### src/rtl/dram_row_pkg.sv
package dram_row_pkg;
    localparam int ROWS       = 8;
    localparam int BND_W      = 8;
    localparam int UNIT_SHIFT = 23;
    localparam int ADDR_W     = 31;
    localparam int LIM_W      = ADDR_W + 1;
    localparam int IDX_W      = $clog2(ROWS);

    typedef struct packed {
        logic              vld;
        logic [ROWS-1:0]   sel;
        logic [IDX_W-1:0]  row;
        logic              hit;
        logic              oor;
        logic [ADDR_W-1:0] off;
    } rsp_t;
endpackage

### src/rtl/drb_bank.sv
module drb_bank #(
    parameter int ROWS  = 8,
    parameter int BND_W = 8,
    parameter int AW    = 3
) (
    input  logic                  clk,
    input  logic                  rst_n,
    input  logic                  wr_en,
    input  logic [AW-1:0]         wr_addr,
    input  logic [BND_W-1:0]      wr_data,
    input  logic [AW-1:0]         rd_addr,
    output logic [BND_W-1:0]      rd_data,
    output logic [ROWS*BND_W-1:0] bnd_flat
);
    logic [BND_W-1:0] bnd_d [ROWS];
    logic [BND_W-1:0] bnd_q [ROWS];

    always_comb begin
        bnd_d = bnd_q;
        if (wr_en && (32'(wr_addr) < ROWS)) begin
            bnd_d[wr_addr] = wr_data;
        end
    end

    always_ff @(posedge clk or negedge rst_n) begin
        if (!rst_n) begin
            for (int i = 0; i < ROWS; i++) bnd_q[i] <= '0;
        end else begin
            bnd_q <= bnd_d;
        end
    end

    assign rd_data = (32'(rd_addr) < ROWS) ? bnd_q[rd_addr] : '0;

    for (genvar g = 0; g < ROWS; g++) begin : g_flat
        assign bnd_flat[g*BND_W +: BND_W] = bnd_q[g];
    end
endmodule

### src/rtl/row_window.sv
module row_window #(
    parameter int BND_W      = 8,
    parameter int UNIT_SHIFT = 23,
    parameter int ADDR_W     = 31
) (
    input  logic [BND_W-1:0]  bnd,
    input  logic [ADDR_W:0]   prev_lim,
    input  logic [ADDR_W-1:0] addr,
    output logic [ADDR_W:0]   lim,
    output logic              match,
    output logic [ADDR_W-1:0] offset
);
    localparam int LIM_W = ADDR_W + 1;
    localparam logic [LIM_W-1:0] TOP_LIM = LIM_W'(1) << ADDR_W;

    logic [LIM_W-1:0] scaled;
    logic [LIM_W-1:0] addr_w;
    logic [LIM_W-1:0] diff;

    always_comb begin
        scaled = LIM_W'(bnd) << UNIT_SHIFT;
        // zero after a populated limit marks the full top
        if ((bnd == '0) && (prev_lim != '0)) lim = TOP_LIM;
        else                                  lim = scaled;
        addr_w = {1'b0, addr};
        match  = (addr_w >= prev_lim) && (addr_w < lim);
        diff   = addr_w - prev_lim;
        offset = diff[ADDR_W-1:0];
    end
endmodule

### src/rtl/row_pick.sv
module row_pick #(
    parameter int ROWS   = 8,
    parameter int ADDR_W = 31,
    parameter int IDX_W  = 3
) (
    input  logic [ROWS-1:0]        match,
    input  logic [ROWS*ADDR_W-1:0] off_flat,
    output logic [ROWS-1:0]        sel,
    output logic [IDX_W-1:0]       idx,
    output logic                   hit,
    output logic [ADDR_W-1:0]      off
);
    always_comb begin
        sel = '0;
        idx = '0;
        hit = 1'b0;
        off = '0;
        // walk downward so the lowest matching row is the last to write
        for (int i = ROWS - 1; i >= 0; i--) begin
            if (match[i]) begin
                sel    = '0;
                sel[i] = 1'b1;
                idx    = IDX_W'(i);
                hit    = 1'b1;
                off    = off_flat[i*ADDR_W +: ADDR_W];
            end
        end
    end
endmodule

### src/rtl/dram_row_decoder.sv
module dram_row_decoder
    import dram_row_pkg::*;
(
    input  logic              clk,
    input  logic              rst_n,
    input  logic              cfg_we,
    input  logic [IDX_W-1:0]  cfg_addr,
    input  logic [BND_W-1:0]  cfg_wdata,
    output logic [BND_W-1:0]  cfg_rdata,
    input  logic              lk_valid,
    input  logic [ADDR_W-1:0] lk_addr,
    output logic              rs_valid,
    output logic [ROWS-1:0]   rs_sel,
    output logic [IDX_W-1:0]  rs_row,
    output logic              rs_hit,
    output logic              rs_oor,
    output logic [ADDR_W-1:0] rs_offset
);
    logic [ROWS*BND_W-1:0]  bnd_flat;
    logic [LIM_W-1:0]       lim_chain [ROWS+1];
    logic [ROWS-1:0]        row_match;
    logic [ROWS*ADDR_W-1:0] row_off;
    logic [ROWS-1:0]        pick_sel;
    logic [IDX_W-1:0]       pick_idx;
    logic                   pick_hit;
    logic [ADDR_W-1:0]      pick_off;
    rsp_t                   rsp_d, rsp_q;

    drb_bank #(.ROWS(ROWS), .BND_W(BND_W), .AW(IDX_W)) u_bank (
        .clk      (clk),
        .rst_n    (rst_n),
        .wr_en    (cfg_we),
        .wr_addr  (cfg_addr),
        .wr_data  (cfg_wdata),
        .rd_addr  (cfg_addr),
        .rd_data  (cfg_rdata),
        .bnd_flat (bnd_flat)
    );

    assign lim_chain[0] = '0;

    for (genvar g = 0; g < ROWS; g++) begin : g_row
        row_window #(.BND_W(BND_W), .UNIT_SHIFT(UNIT_SHIFT), .ADDR_W(ADDR_W)) u_win (
            .bnd      (bnd_flat[g*BND_W +: BND_W]),
            .prev_lim (lim_chain[g]),
            .addr     (lk_addr),
            .lim      (lim_chain[g+1]),
            .match    (row_match[g]),
            .offset   (row_off[g*ADDR_W +: ADDR_W])
        );
    end

    row_pick #(.ROWS(ROWS), .ADDR_W(ADDR_W), .IDX_W(IDX_W)) u_pick (
        .match    (row_match),
        .off_flat (row_off),
        .sel      (pick_sel),
        .idx      (pick_idx),
        .hit      (pick_hit),
        .off      (pick_off)
    );

    always_comb begin
        rsp_d     = rsp_q;
        rsp_d.vld = lk_valid;
        if (lk_valid) begin
            rsp_d.sel = pick_sel;
            rsp_d.row = pick_idx;
            rsp_d.hit = pick_hit;
            rsp_d.oor = ~pick_hit;
            rsp_d.off = pick_off;
        end
    end

    always_ff @(posedge clk or negedge rst_n) begin
        if (!rst_n) rsp_q <= '0;
        else        rsp_q <= rsp_d;
    end

    assign rs_valid  = rsp_q.vld;
    assign rs_sel    = rsp_q.sel;
    assign rs_row    = rsp_q.row;
    assign rs_hit    = rsp_q.hit;
    assign rs_oor    = rsp_q.oor;
    assign rs_offset = rsp_q.off;
endmodule

### config.mk
export PLATFORM = sky130hd
export DESIGN_NAME = dram_row_decoder
export DESIGN_NICKNAME = d
export VERILOG_FILES = /design/src/rtl/dram_row_pkg.sv /design/src/rtl/drb_bank.sv /design/src/rtl/row_window.sv /design/src/rtl/row_pick.sv /design/src/rtl/dram_row_decoder.sv
export SDC_FILE = /design/constraint.sdc
export NUM_CORES = 1
export LEC_CHECK = 0
export ABC_CLOCK_PERIOD_IN_PS = 9440
export BUFFER_PORTS_ARGS = -buffer_cell sky130_fd_sc_hd__buf_2
export CORE_ASPECT_RATIO = 1.5
export CORE_MARGIN = 1
export CORE_UTILIZATION = 47
export CTS_BUF_LIST = sky130_fd_sc_hd__clkbuf_4 sky130_fd_sc_hd__clkbuf_8 sky130_fd_sc_hd__clkbuf_16
export DETAILED_ROUTE_END_ITERATION = 8
export GPL_TIMING_DRIVEN = 0
export HOLD_SLACK_MARGIN = 0.05
export PLACE_DENSITY = 0.66
export SYNTH_ARGS = -nofsm -noshare
export SYNTH_HDL_FRONTEND = slang
export SYNTH_SLANG_ARGS = --single-unit
### constraint.sdc
create_clock -name clk -period 9.44 [get_ports clk]
set_input_delay 0.944 -clock clk [delete_from_list [all_inputs] [get_ports clk]]
set_output_delay 0.944 -clock clk [all_outputs]
set_load 0.01 [all_outputs]
; ---- Word-level counts from Yosys, hierarchy flattened
; Cells that the tools add are included.
[classes]
n_addsub = 7
mul = 0
n_div = 0
n_lt_le_gt_ge = 18
eq_ne = 0
n_shift = 0
n_mux = 45
n_bitwise = 2
n_reduce_logical = 30
[ops]
columns = cell, count
row1 = 31-bit two-way mux, 8
row2 = 31-bit by 32-bit less-than comparator with 1-bit output, 7
row3 = 32-bit two-way mux, 7
row4 = 32-bit nonzero test, 7
row5 = 31-bit subtractor, 7
row6 = 31-bit by 32-bit greater-or-equal comparator with 1-bit output, 6
row7 = 8-bit two-way mux, 11
row8 = 64-bit bitwise mux, 1
row9 = 8-bit zero test, 7
row10 = 31-bit by 1-bit greater-or-equal comparator with 1-bit output (second input constant), 1
row11 = 31-bit greater-or-equal comparator, 1
row12 = 31-bit less-than comparator, 1
row13 = 8-bit binary-select mux with 3-bit select, 1
row14 = 8-bit demux with 3-bit select, 1
row15 = 3-bit two-way mux, 8
row16 = 1-bit logical AND, 16
row17 = 1-bit two-way mux, 8
row18 = 4-bit greater-or-equal comparator (second input constant), 1
row19 = 4-bit by 1-bit less-than comparator with 1-bit output (second input constant), 1
row20 = 3-bit inverter with 4-bit output, 1
row21 = 1-bit inverter, 1
[word_totals]
register_bits = 109
latchBits = 0
ramBits = 0
mem_bits_ro = 0
in_bits = 46
out_inout_bits = 53
word_cells = 116
n_memories = 0

; ---- Logic depth before layout (Yosys ltp)
; Gate-level depths: netlist of run 1.
[depth]
ltp_word = 32
depth_mapped = 12
depth_no_buf = 12

; ---- By module
; A second synthesis of run 1 with hierarchy kept.
[unflattened]
cells_unflattened = 3221
hier_area_um2 = 24928.9
[modules_own_cells]
columns = module, instances, cells_per_inst, area_per_inst_um2, seq_area_each_um2
row1 = row_window at g_row[0].u_win ..., 5, 329, 2232.1, 0.0
row2 = drb_bank, 1, 172, 2992.9, 1601.5
row3 = row_window at g_row[2].u_win, 1, 346, 2438.6, 0.0
row4 = row_window at g_row[1].u_win, 1, 355, 2346.0, 0.0
row5 = row_window at g_row[6].u_win, 1, 344, 2306.0, 0.0
row6 = dram_row_decoder, 1, 96, 1865.5, 1126.1
row7 = row_pick, 1, 263, 1819.2, 0.0

; ---- Worst setup path before layout of run 1
; No wires, ideal clock.
[synth_timing]
path_kind = input -> register
startpoint = input lk_addr[24]
endpoint = register rsp_q (netlist bit rs_hit)
setup_time_ns = 0.121
arrival_ns = 3.421
required_ns = 9.319
slack_ns = 5.898
path_stages = 10
path_buffers = 1
path_cell_list = ha_1 nor2b_1 o31a_1 o41a_1 a311o_1 o211ai_2 nand3b_1 nor3_2 buf_2 nor2_1
[synth_between]
elab_chain_len = 10
elab_cells_between_ends = 32
cone_classes = order compare (16) / mux (8) / reduce/logical (8)
[synth_rtl]
columns = element, line
row1 = from (decl), dram_row_decoder.sv:11  ; input logic [ADDR_W-1:0] lk_addr,
row2 = 31-bit by 32-bit greater-or-equal comparator with 1-bit output / 31-bit by 32-bit less-than comparator with 1-bit output (equally long branches), row_window.sv:26  ; match = (addr_w >= prev_lim) && (addr_w < lim);
row3 = 1-bit logical AND, row_window.sv:26
row4 = 1-bit two-way mux (7 in a row), row_pick.sv:20  ; if (match[i]) begin
row5 = 1-bit two-way mux (*), row_pick.sv:20
row6 = to (signal assigned), dram_row_decoder.sv:76  ; else rsp_q <= rsp_d;
row7 = to (decl), dram_row_decoder.sv:27  ; rsp_t rsp_d, rsp_q;
; Every way passes the cells marked *; elsewhere a longest branch is shown, timed or not.
; A chain may end at the register's enable or synchronous reset.

; ---- Final worst setup path of run 1
[layout_timing]
startpoint = input lk_addr[24]
endpoint = register rsp_q (netlist bit rs_offset[28])
[layout_between]
elab_chain_len = 10
elab_cells_between_ends = 39
cone_classes = add/sub (7) / order compare (16) / mux (8) / reduce/logical (8)
[layout_rtl]
columns = element, line
row1 = 31-bit by 32-bit greater-or-equal comparator with 1-bit output / 31-bit by 32-bit less-than comparator with 1-bit output (equally long branches), row_window.sv:26
row2 = 1-bit logical AND, row_window.sv:26
row3 = 31-bit two-way mux (7 in a row), row_pick.sv:20
row4 = 31-bit two-way mux (*), row_pick.sv:20
; Marked as above.

==> results of run 1 <==
## kinds of logic after synthesis
family                   count (synthesis)  synth area share (%)
AND/OR/NAND/NOR                        287                  17.7
AO/OA/AOI/OAI                          225                  18.8
buffers and inverters                  113                  5.21
flip-flops                             109                  33.2
multiplexers                            73                  10.1
adder cells (fa/ha/maj)                 70                  11.3
XOR/XNOR                                34                  3.63
## synthesized netlist by cell type, types with 3 or more instances
cell type and n:
dfrtp_1 109, inv_1 75, nand2_1 75, nor2_1 67
o21ai_0 64, ha_1 63, mux2_2 39, a21oi_1 34
clkbuf_1 33, mux2i_1 30, nor4_1 27, nand4_1 20
nor3_1 19, xnor2_1 19, nor2b_1 17, xor2_1 15
a21o_1 14, o21a_1 14, nand3_1 13, a22oi_1 11
or4_1 11, nand2b_1 10, o21bai_1 9, o2bb2ai_1 9
o221ai_1 8, fa_1 7, a31oi_1 6, o22a_1 6
o22ai_1 6, a211oi_1 5, nor3b_1 5, a211o_1 4
mux4_2 4, nand3b_1 4, o211ai_1 4, o32ai_1 4
or3_1 4, and3_1 3, buf_2 3, nand4b_1 3
o2111ai_1 3, o31a_1 3, o31ai_1 3
## worst max-delay path, cell delays in order
cell      delay, ns
buf_2          0.38
ha_1           0.33
nor2b_1        0.15
o31a_1         0.27
o41a_1         0.36
a311o_1        0.40
o211ai_2       0.41
clkbuf_1       0.41
o21bai_1       0.19
nor4_1         0.57
o31ai_1        0.12
## placed cells by master (no fill, tap or decap), drive strengths merged, types with 4 or more instances in the layout
cell | Yosys | final
a211o | 4 | 4
a211oi | 5 | 5
a21o | 14 | 14
a21oi | 34 | 34
a22oi | 11 | 11
a31oi | 6 | 6
buf | 5 | 102
clkbuf | 33 | 42
dfrtp | 109 | 109
fa | 7 | 7
ha | 63 | 63
inv | 75 | 78
mux2 | 39 | 39
mux2i | 30 | 30
mux4 | 4 | 4
nand2 | 75 | 75
nand2b | 10 | 10
nand3 | 13 | 13
nand3b | 4 | 4
nand4 | 20 | 20
nor2 | 67 | 67
nor2b | 17 | 17
nor3 | 20 | 20
nor3b | 5 | 5
nor4 | 28 | 28
o211ai | 5 | 5
o21a | 14 | 14
o21ai | 64 | 64
o21bai | 9 | 9
o221ai | 8 | 8
o22a | 7 | 7
o22ai | 6 | 6
o2bb2ai | 9 | 9
o31ai | 4 | 4
o32ai | 4 | 4
or3 | 4 | 4
or4 | 11 | 11
xnor2 | 19 | 19
xor2 | 15 | 15
## metal layers
metal	GRT usage, %	wire, um
met1	35.1	9980
met4	19.4	1710
met2	53.1	13400
met5	0	0
met3	4.09	1390
## power by group
part           total, W  leakage, nW  internal [W]  switching, W
combinational  0.000957         2.73      0.000393      0.000564
clock          0.000373        0.134      0.000181      0.000192
sequential     0.000663         1.32      0.000563     0.0000999
total           0.00199         4.19       0.00114      0.000856
## stage by stage
stage | instances | worst slack [ns] | area, sq um | hold WS (ns)
6_report | 1233 | 5.14 | 9250 | 0.490
5_1_grt | 1233 | 5.04 | 9250 | 0.514
4_1_cts | 1233 | 5.22 | 9250 | 0.496
3_5_place_dp | 1218 | 4.84 | 8980 | 0.477
3_3_place_gp | 1217 | 4.82 | 8950 | 0.468
2_1_floorplan | 911 | 5.90 | 8210 | 0.495
## sequential cells by signal (all words and copies together), names as in the netlist
register         count
u_bank.bnd_flat     64
rs_offset           31
rs_sel               8
rs_row               3
rs_hit               1
rs_oor               1
rs_valid             1
## worst min-delay path by stage
stage | start | slack, ns | end
after floorplan | u_bank.bnd_flat[54] | 0.49 | u_bank.bnd_flat[54]
after global placement | rs_sel[1] | 0.47 | rs_sel[1]
after detailed placement | rs_row[1] | 0.48 | rs_row[1]
after CTS | rs_row[1] | 0.50 | rs_row[1]
after global routing | rs_sel[5] | 0.51 | rs_sel[5]
final | rs_row[1] | 0.49 | rs_row[1]
## layout make-up
| class | count | area [sq um] | share of cell area [%] |
|---|---|---|---|
| Multi-Input combinational cell | 689 | 5050 | 54.6 |
| Sequential cell | 109 | 2730 | 29.5 |
| Timing Repair Buffer | 97 | 510 | 5.52 |
| Inverter | 75 | 282 | 3.04 |
| Tap cell | 210 | 263 | 2.84 |
| Clock buffer | 9 | 225 | 2.43 |
| Buffer | 38 | 146 | 1.58 |
| Clock inverter | 6 | 46.3 | 0.500 |
==> metrics.txt, run 1 <==
DR WL/cell=~22 um; Synth area leaders=dfrtp_1, ha_1, mux2_2; leak pwr=approximately 4.2 nW; total power=0.00199 W; critical path startpoint=lk_addr[24]; CTS buffer count=9; H-Tree Depth=3; I/O Buffers=96; Yosys warnings=0; HPWL Detailed=20.7 mm; Max-Cap Viols=0; count of final max-slew check failures=0; Routed WL=26.5 mm; Async SR Flop Fraction=100%; Synth-to-Final Area Change=12.7%; Core Region=about 0.017 sq mm; Crit Path Category=primary input to flop; Yosys top cell area share=33.2%; worst clock skew=roughly 0.0067 ns; Post-synth EDFFs=0; pin count of the biggest net entering global routing=70; Period minus WS final=around 4.3 ns; DR DRC count=0; reg2reg setup slack=5.59 ns; CP Data Required Time=9.67 ns; IO Pins=99; cells after synthesis=just over 900; Clock Sink Count=~110; Worst setup EP type=flop; pwr/cell area=215 mW/mm^2; CTS clk-pin slew, worst paths=0.07 ns; clk root buf=clkbuf_16; Clock Path Buffers=2; Fillers=1660; chip width=110 um; vias post-DR=about 7600; Post-CTS Setup Inserts=0; worst r2r path cells=11; Hold Fails Final Rpt=0; Yosys cell types=68; CTS tree=built; worst slew pin tran=approximately 0.84 ns; placer congestion estimate=~0.96; final core utilization=~55%; Synth Area per Inst=around 9.0 sq um; Syn Nets=about 1000; drt via density=roughly 6; Worst Hold Depth=1; cells resized by post-CTS repair=0; leading area contributor after synthesis=dfrtp_1; layout cells sized above 1=between 15 and 20%; status=finished clean; Worst Hold Class=flop to flop; register area share after synthesis=roughly 33%; post-route ant nets=0; Reg2Reg Capture Point=rs_offset[28]; drt first pass iters=6; initial antenna violation count=0; Starting Density=approximately half; number of synthesized register bits=109; Cell Area, Synth=just over 0.008 sq mm; RSZ-0062 raised after global routing=false; hold_buf cts=0; worst r2r src=u_bank.bnd_flat[9]; top_reg_cell synth=dfrtp_1; grt ovf=0; number of diodes=0; die area=between 0.015 and 0.02 sq mm; Die Ht=164 um; FMAX=between 200 and 250 MHz; CP endpoint=rs_offset[28]; Iter 0 DRT Violations=between 500 and 600; endpoints failing setup=0; data arrival time of the worst path=4.54 ns; first-pass GRT wire length=about 41 mm; crit share post-route=45.6%; Worst slew margin=44.2%; GR Util All Layers=a little under a third; FP Rows=58; Worst Path Max Fanout=15; crit start category=primary input; vias in the first global route=roughly 7600; worst-skew pair later-pin latency=between 0.3 and 0.4 ns; nets@finish=between 1000 and 1500; setup TNS=0 ns; Max IR drop VDD=approximately 0.097 mV
Note: power is estimated with default switching activity, not from simulation.
==> run 2: changes to the inputs <==
Settings changed: ABC_CLOCK_PERIOD_IN_PS 9440 to 3600, PLACE_DENSITY 0.66 to 0.68.
Clock period 9.44 ns to 3.6 ns, I/O delays scaled along.
==> metrics.txt, run 2 (synthesized netlist as in run 1, its figures left out) <==
status=finished clean; most common cell after layout, fill and taps aside=dfrtp_1; HPWL Detailed=20.7 mm; worst-skew pair later-pin latency=roughly 0.36 ns; crit start category=flop; post-route ant nets=0; CTS clk-pin slew, worst paths=~0.09 ns; final instance area=about 0.0094 sq mm; CTS buffer count=9; M1 wire length=between 10 and 15 mm; chip width=between 100 and 150 um; Synth-to-Final Area Change=14.2%; leak pwr=around 4.2 nW; pin count of the biggest net entering global routing=69; met3 routed WL=between 1 and 1.5 mm; Clock Path Buffers=2; Max-Cap Viols=0; endpoints failing setup=0; vias in the first global route=approximately 7500; Largest delay share family, worst path=compound AO/OA/AOI/OAI gates; placer congestion estimate=~1; layout cells sized above 1=between 15 and 20%; number of diodes=0; vias post-DR=~7600; Worst Path Max Fanout=7; CTS tree=built; GR Util All Layers=between 30% and 40%; first-pass GRT wire length=40.8 mm; CP max stage delay=0.66 ns; Worst setup EP type=flop; FMAX=283 MHz; data arrival time of the worst path=between 3 and 4 ns; Worst Hold Class=primary input to flop; worst slew pin tran=between 0.8 and 0.9 ns; max layer used=met4; Iter 0 DRT Violations=roughly 530; commonest cells after routing, fill and taps aside=dfrtp_1, buf_2, inv_1, nand2_1, nor2_1; Core Region=between 0.015 and 0.02 sq mm; grt ovf=0; CP max stage cell=a2111oi_1; count of final max-slew check failures=0; DR DRC count=0; Starting Density=approximately 49%; Worst slew margin=between 40% and 50%; Max IR drop VDD=~0.30 mV; Hold Fails Final Rpt=0; initial antenna violation count=0; drt via density=6.17; nets@finish=about 1100; drt first pass iters=5; pwr/cell area=between 500 and 600 mW/mm^2; Clock Sink Count=~110; IO Pins=99; I/O Buffers=96; die area=around 0.018 sq mm; Routed WL=26.7 mm; Placed Area=roughly 0.009 sq mm; Period minus WS final=3.53 ns; cell count after placement=1218; Fillers=about 1600; CP Data Required Time=around 3.8 ns; FP Rows=a little under 60; Layout Cells excl Fill=between 1000 and 1500; Bufs and invs on worst path=1; H-Tree Depth=3; Crit Path Category=flop to flop; WHS=~0.19 ns; Die Ht=164 um; final core utilization=between 50 and 60%; CP Cell Sequence=inv_1 -> ha_1 -> nor2b_1 -> o31a_1 -> o41a_1 -> a311o_1 -> o211ai_4 -> nand2_1 -> a2111oi_1 -> o32ai_1; clk root buf=clkbuf_16; max reg flops=64; worst clock skew=around 0.012 ns; total power=roughly 0.0053 W; RSZ-0062 raised after global routing=false; crit share post-route=approximately 100%; DR WL/cell=approximately 22 um; met2 wire len=about 13 mm
==> run 2: path summary, 6_finish.rpt <==
kind / from / to / slack [ns] / cells after the start
max reg2reg: u_bank.bnd_flat[9] / rs_offset[29] / 0.07 / 10
min in group asynchronous: rst_n / rs_offset[4] / 0.52 / 2
min: lk_valid / rs_valid / 0.19 / 1
max in group asynchronous: rst_n / u_bank.bnd_flat[12] / 2.35 / 3
max: u_bank.bnd_flat[9] / rs_offset[29] / 0.07 / 10
min reg2reg: rs_oor / rs_oor / 0.49 / 1
==> run 2: repair_timing <==
item                       CTS  global route
setup buffers                0             4
setup endpoints to repair   22            26
pin swaps                    1             3
hold endpoints to repair    41             0
gates resized for setup      4             4
hold buffers                 1             0
==> run 2: stage by stage <==
stage,setup slack (ns),TNS (ns)
finish,0.0684,0
global route,0.0120,0
CTS,0.0326,0
detailed placement,-0.446,-10.59
global placement,-0.455,-10.95
floorplan,0.600,0
==> run 2: where the power goes <==
part,internal (W),leakage [nW],total (W),switching [W]
combinational,0.00104,2.77,0.00254,0.00150
clock,0.000504,0.151,0.00106,0.000552
sequential,0.00148,1.32,0.00174,0.000261
total,0.00303,4.24,0.00533,0.00231
==> run 2: worst register-to-register path, cell delays in order (launching register included) <==
cell and delay (ns):
dfrtp_1 0.41, inv_1 0.14, ha_1 0.26, nor2b_1 0.15, o31a_1 0.27, o41a_1 0.36, a311o_1 0.43, o211ai_4 0.33
nand2_1 0.22, a2111oi_1 0.66, o32ai_1 0.17
==> run 2: area by class of cell <==
class	instances	area (sq um)	share of cell area (%)
Inverter	75	282	3.00
Buffer	37	144	1.54
Sequential cell	109	2730	29.1
Tap cell	210	263	2.80
Timing Repair Buffer	102	551	5.87
Clock buffer	9	225	2.40
Multi-Input combinational cell	689	5090	54.4
Clock inverter	7	86.3	0.921
==> run 2: metal layers <==
layer / vias up / track usage [%]
met5: - / 0
met4: 0 / 19.2
met3: 98 / 2.66
met2: 273 / 52.0
met1: 3704 / 37.5
li1: 3561 / -
==> run 3: changes to the inputs <==
Settings changed: ABC_CLOCK_PERIOD_IN_PS 3600 to 3650, PLACE_DENSITY 0.68 to 0.66.
Clock period 3.6 ns to 3.65 ns, I/O delays scaled along.
==> metrics.txt, run 3 (synthesized netlist as in run 1, its figures left out) <==
NetSw=0.00223 W; I/O Buffers=96; Placed Area=0.00898 sq mm; WHS=slightly above 0.2 ns; Synth-to-Final Area Change=13.6%; count of final max-slew check failures=0; CP Cell Sequence=inv_1 -> ha_1 -> nor2b_1 -> o31a_1 -> o41a_1 -> a311o_1 -> o211ai_4 -> nand3b_1 -> nor3_4 -> buf_2 -> nor2_1; worst r2r path cells=11; CTS buffer count=9; Hold Fails Final Rpt=0; Die Ht=~160 um; max reg flops=64; Max-Cap Viols=0; die area=0.0180 sq mm; status=finished clean; CP Data Required Time=~3.9 ns; FMAX=around 280 MHz; CP max stage delay=roughly 0.42 ns; clk root buf=clkbuf_16; Bufs and invs on worst path=2; final core utilization=~55%; chip width=about 110 um; Comb pwr share=roughly 48%; IO Pins=99; reg2reg setup slack=around 0.092 ns; most common cell after layout, fill and taps aside=dfrtp_1; GR Util All Layers=approximately 31%; Largest delay share family, worst path=compound AO/OA/AOI/OAI gates; CTS tree=built; Routed WL=roughly 27 mm; internal power=~0.0029 W; leak pwr=4.21 nW; worst-skew pair later-pin latency=between 0.3 and 0.4 ns; final instance area=about 0.0093 sq mm; HPWL Detailed=slightly above 20 mm; DR DRC count=0; worst slew pin tran=0.835 ns; Fillers=about 1700; vias post-DR=7527; worst r2r src=u_bank.bnd_flat[9]; data arrival time of the worst path=between 3 and 4 ns; Sw Ratio=a little over two fifths; Period minus WS final=about 3.6 ns; placer congestion estimate=roughly 0.96; layout cells sized above 1=17.6%; Clock Path Buffers=2; Place WS=-0.372 ns; drt first pass iters=5; endpoints failing setup=0; crit share post-route=a little under 100%; commonest cells after routing, fill and taps aside=dfrtp_1, buf_2, inv_1, nand2_1, nor2_1; Worst slew margin=43.9%; Starting Density=48.5%; Crit path depth=11; CP endpoint=rs_offset[4]; FP Rows=58; drt via density=roughly 6.1; grt ovf=0; first-pass GRT wire length=between 40 and 50 mm; Worst Hold Class=primary input to flop; initial antenna violation count=0; post-route ant nets=0; CP max stage cell=a311o_1; Iter 0 DRT Violations=550; Reg2Reg Capture Point=rs_offset[4]; Max IR drop VDD=0.253 mV; vias in the first global route=7579; nets@finish=around 1100; Worst Path Max Fanout=10; critical path startpoint=u_bank.bnd_flat[9]; Crit Path Category=flop to flop; fin worst setup slack=0.0921 ns; Worst setup EP type=flop; number of diodes=0; pin count of the biggest net entering global routing=70; Core Region=0.0169 sq mm; H-Tree Depth=3; clock network power share=a little under a fifth; Clock Sink Count=about 110; DR WL/cell=about 22 um; crit start category=flop; Reg power frac=approximately a third; pwr/cell area=between 500 and 600 mW/mm^2; worst clock skew=0.00535 ns; CTS clk-pin slew, worst paths=~0.08 ns
==> run 3: changes by cell type in the layout (fill, tap and decap cells not counted), moves of 2 or more <==
cell and change:
clkinv_2 +2, clkinv_8 -2, nor4_1 +2, nor4_2 -2
==> run 3: metal layers <==
layer | up-vias | routed length, um | share of wire (%) | global-route usage, %
li1 | 3544 | - | - | -
met1 | 3585 | 9960 | 37 | 35.0
met2 | 293 | 13500 | 51 | 53.2
met3 | 105 | 1430 | 5.4 | 4.13
met4 | 0 | 1790 | 6.7 | 19.7
met5 | - | 0 | 0 | 0
==> run 3: final cells by class <==
| class | instances | area [sq um] | share of cell area (%) |
|---|---|---|---|
| Clock inverter | 6 | 46.3 | 0.497 |
| Sequential cell | 109 | 2730 | 29.3 |
| Inverter | 75 | 282 | 3.02 |
| Multi-Input combinational cell | 689 | 5090 | 54.6 |
| Tap cell | 210 | 263 | 2.82 |
| Clock buffer | 9 | 225 | 2.42 |
| Buffer | 36 | 140 | 1.50 |
| Timing Repair Buffer | 102 | 551 | 5.91 |
==> run 3: worst register-to-register path, cell delays in order (launching register included) <==
cell	delay (ns)
dfrtp_1	0.41
inv_1	0.17
ha_1	0.27
nor2b_1	0.14
o31a_1	0.27
o41a_1	0.36
a311o_1	0.42
o211ai_4	0.34
nand3b_1	0.29
nor3_4	0.41
buf_2	0.29
nor2_1	0.08
==> run 3: timing repair <==
item / in CTS / in global routing
setup buffers: 0 / 4
hold buffers: 1 / 0
gates resized for setup: 2 / 5
pin swaps: 1 / 3
endpoints found under the setup margin: 21 / 25
hold endpoints to repair: 40 / 0
==> run 3: worst min-delay path by stage <==
stage                   start            end  depth (start not counted)
global route         lk_valid       rs_valid                          1
global placement    rs_sel[1]      rs_sel[1]                          1
floorplan               rst_n         rs_hit                          0
finish               lk_valid       rs_valid                          1
detailed placement      rst_n  rs_offset[18]                          1
CTS                  lk_valid       rs_valid                          1
==> run 3: metrics by stage <==
| stage | instances | power [W] | TNS [ns] |
|---|---|---|---|
| 2_1_floorplan | 911 | 0.00333 | 0 |
| 6_report | 1236 | 0.00518 | 0 |
| 3_3_place_gp | 1217 | 0.00414 | -8.61 |
| 3_5_place_dp | 1218 | 0.00417 | -8.11 |
| 4_1_cts | 1234 | 0.00514 | 0 |
| 5_1_grt | 1236 | 0.00550 | -0.189 |
==> run 3: power by group through the flow <==
stage,clock (W),sequential [W],combinational [W]
global placement,0,0.00173,0.00241
floorplan,0,0.00167,0.00166
CTS,0.000973,0.00171,0.00245
finish,0.000962,0.00171,0.00250
detailed placement,0,0.00173,0.00243
global route,0.00101,0.00174,0.00274
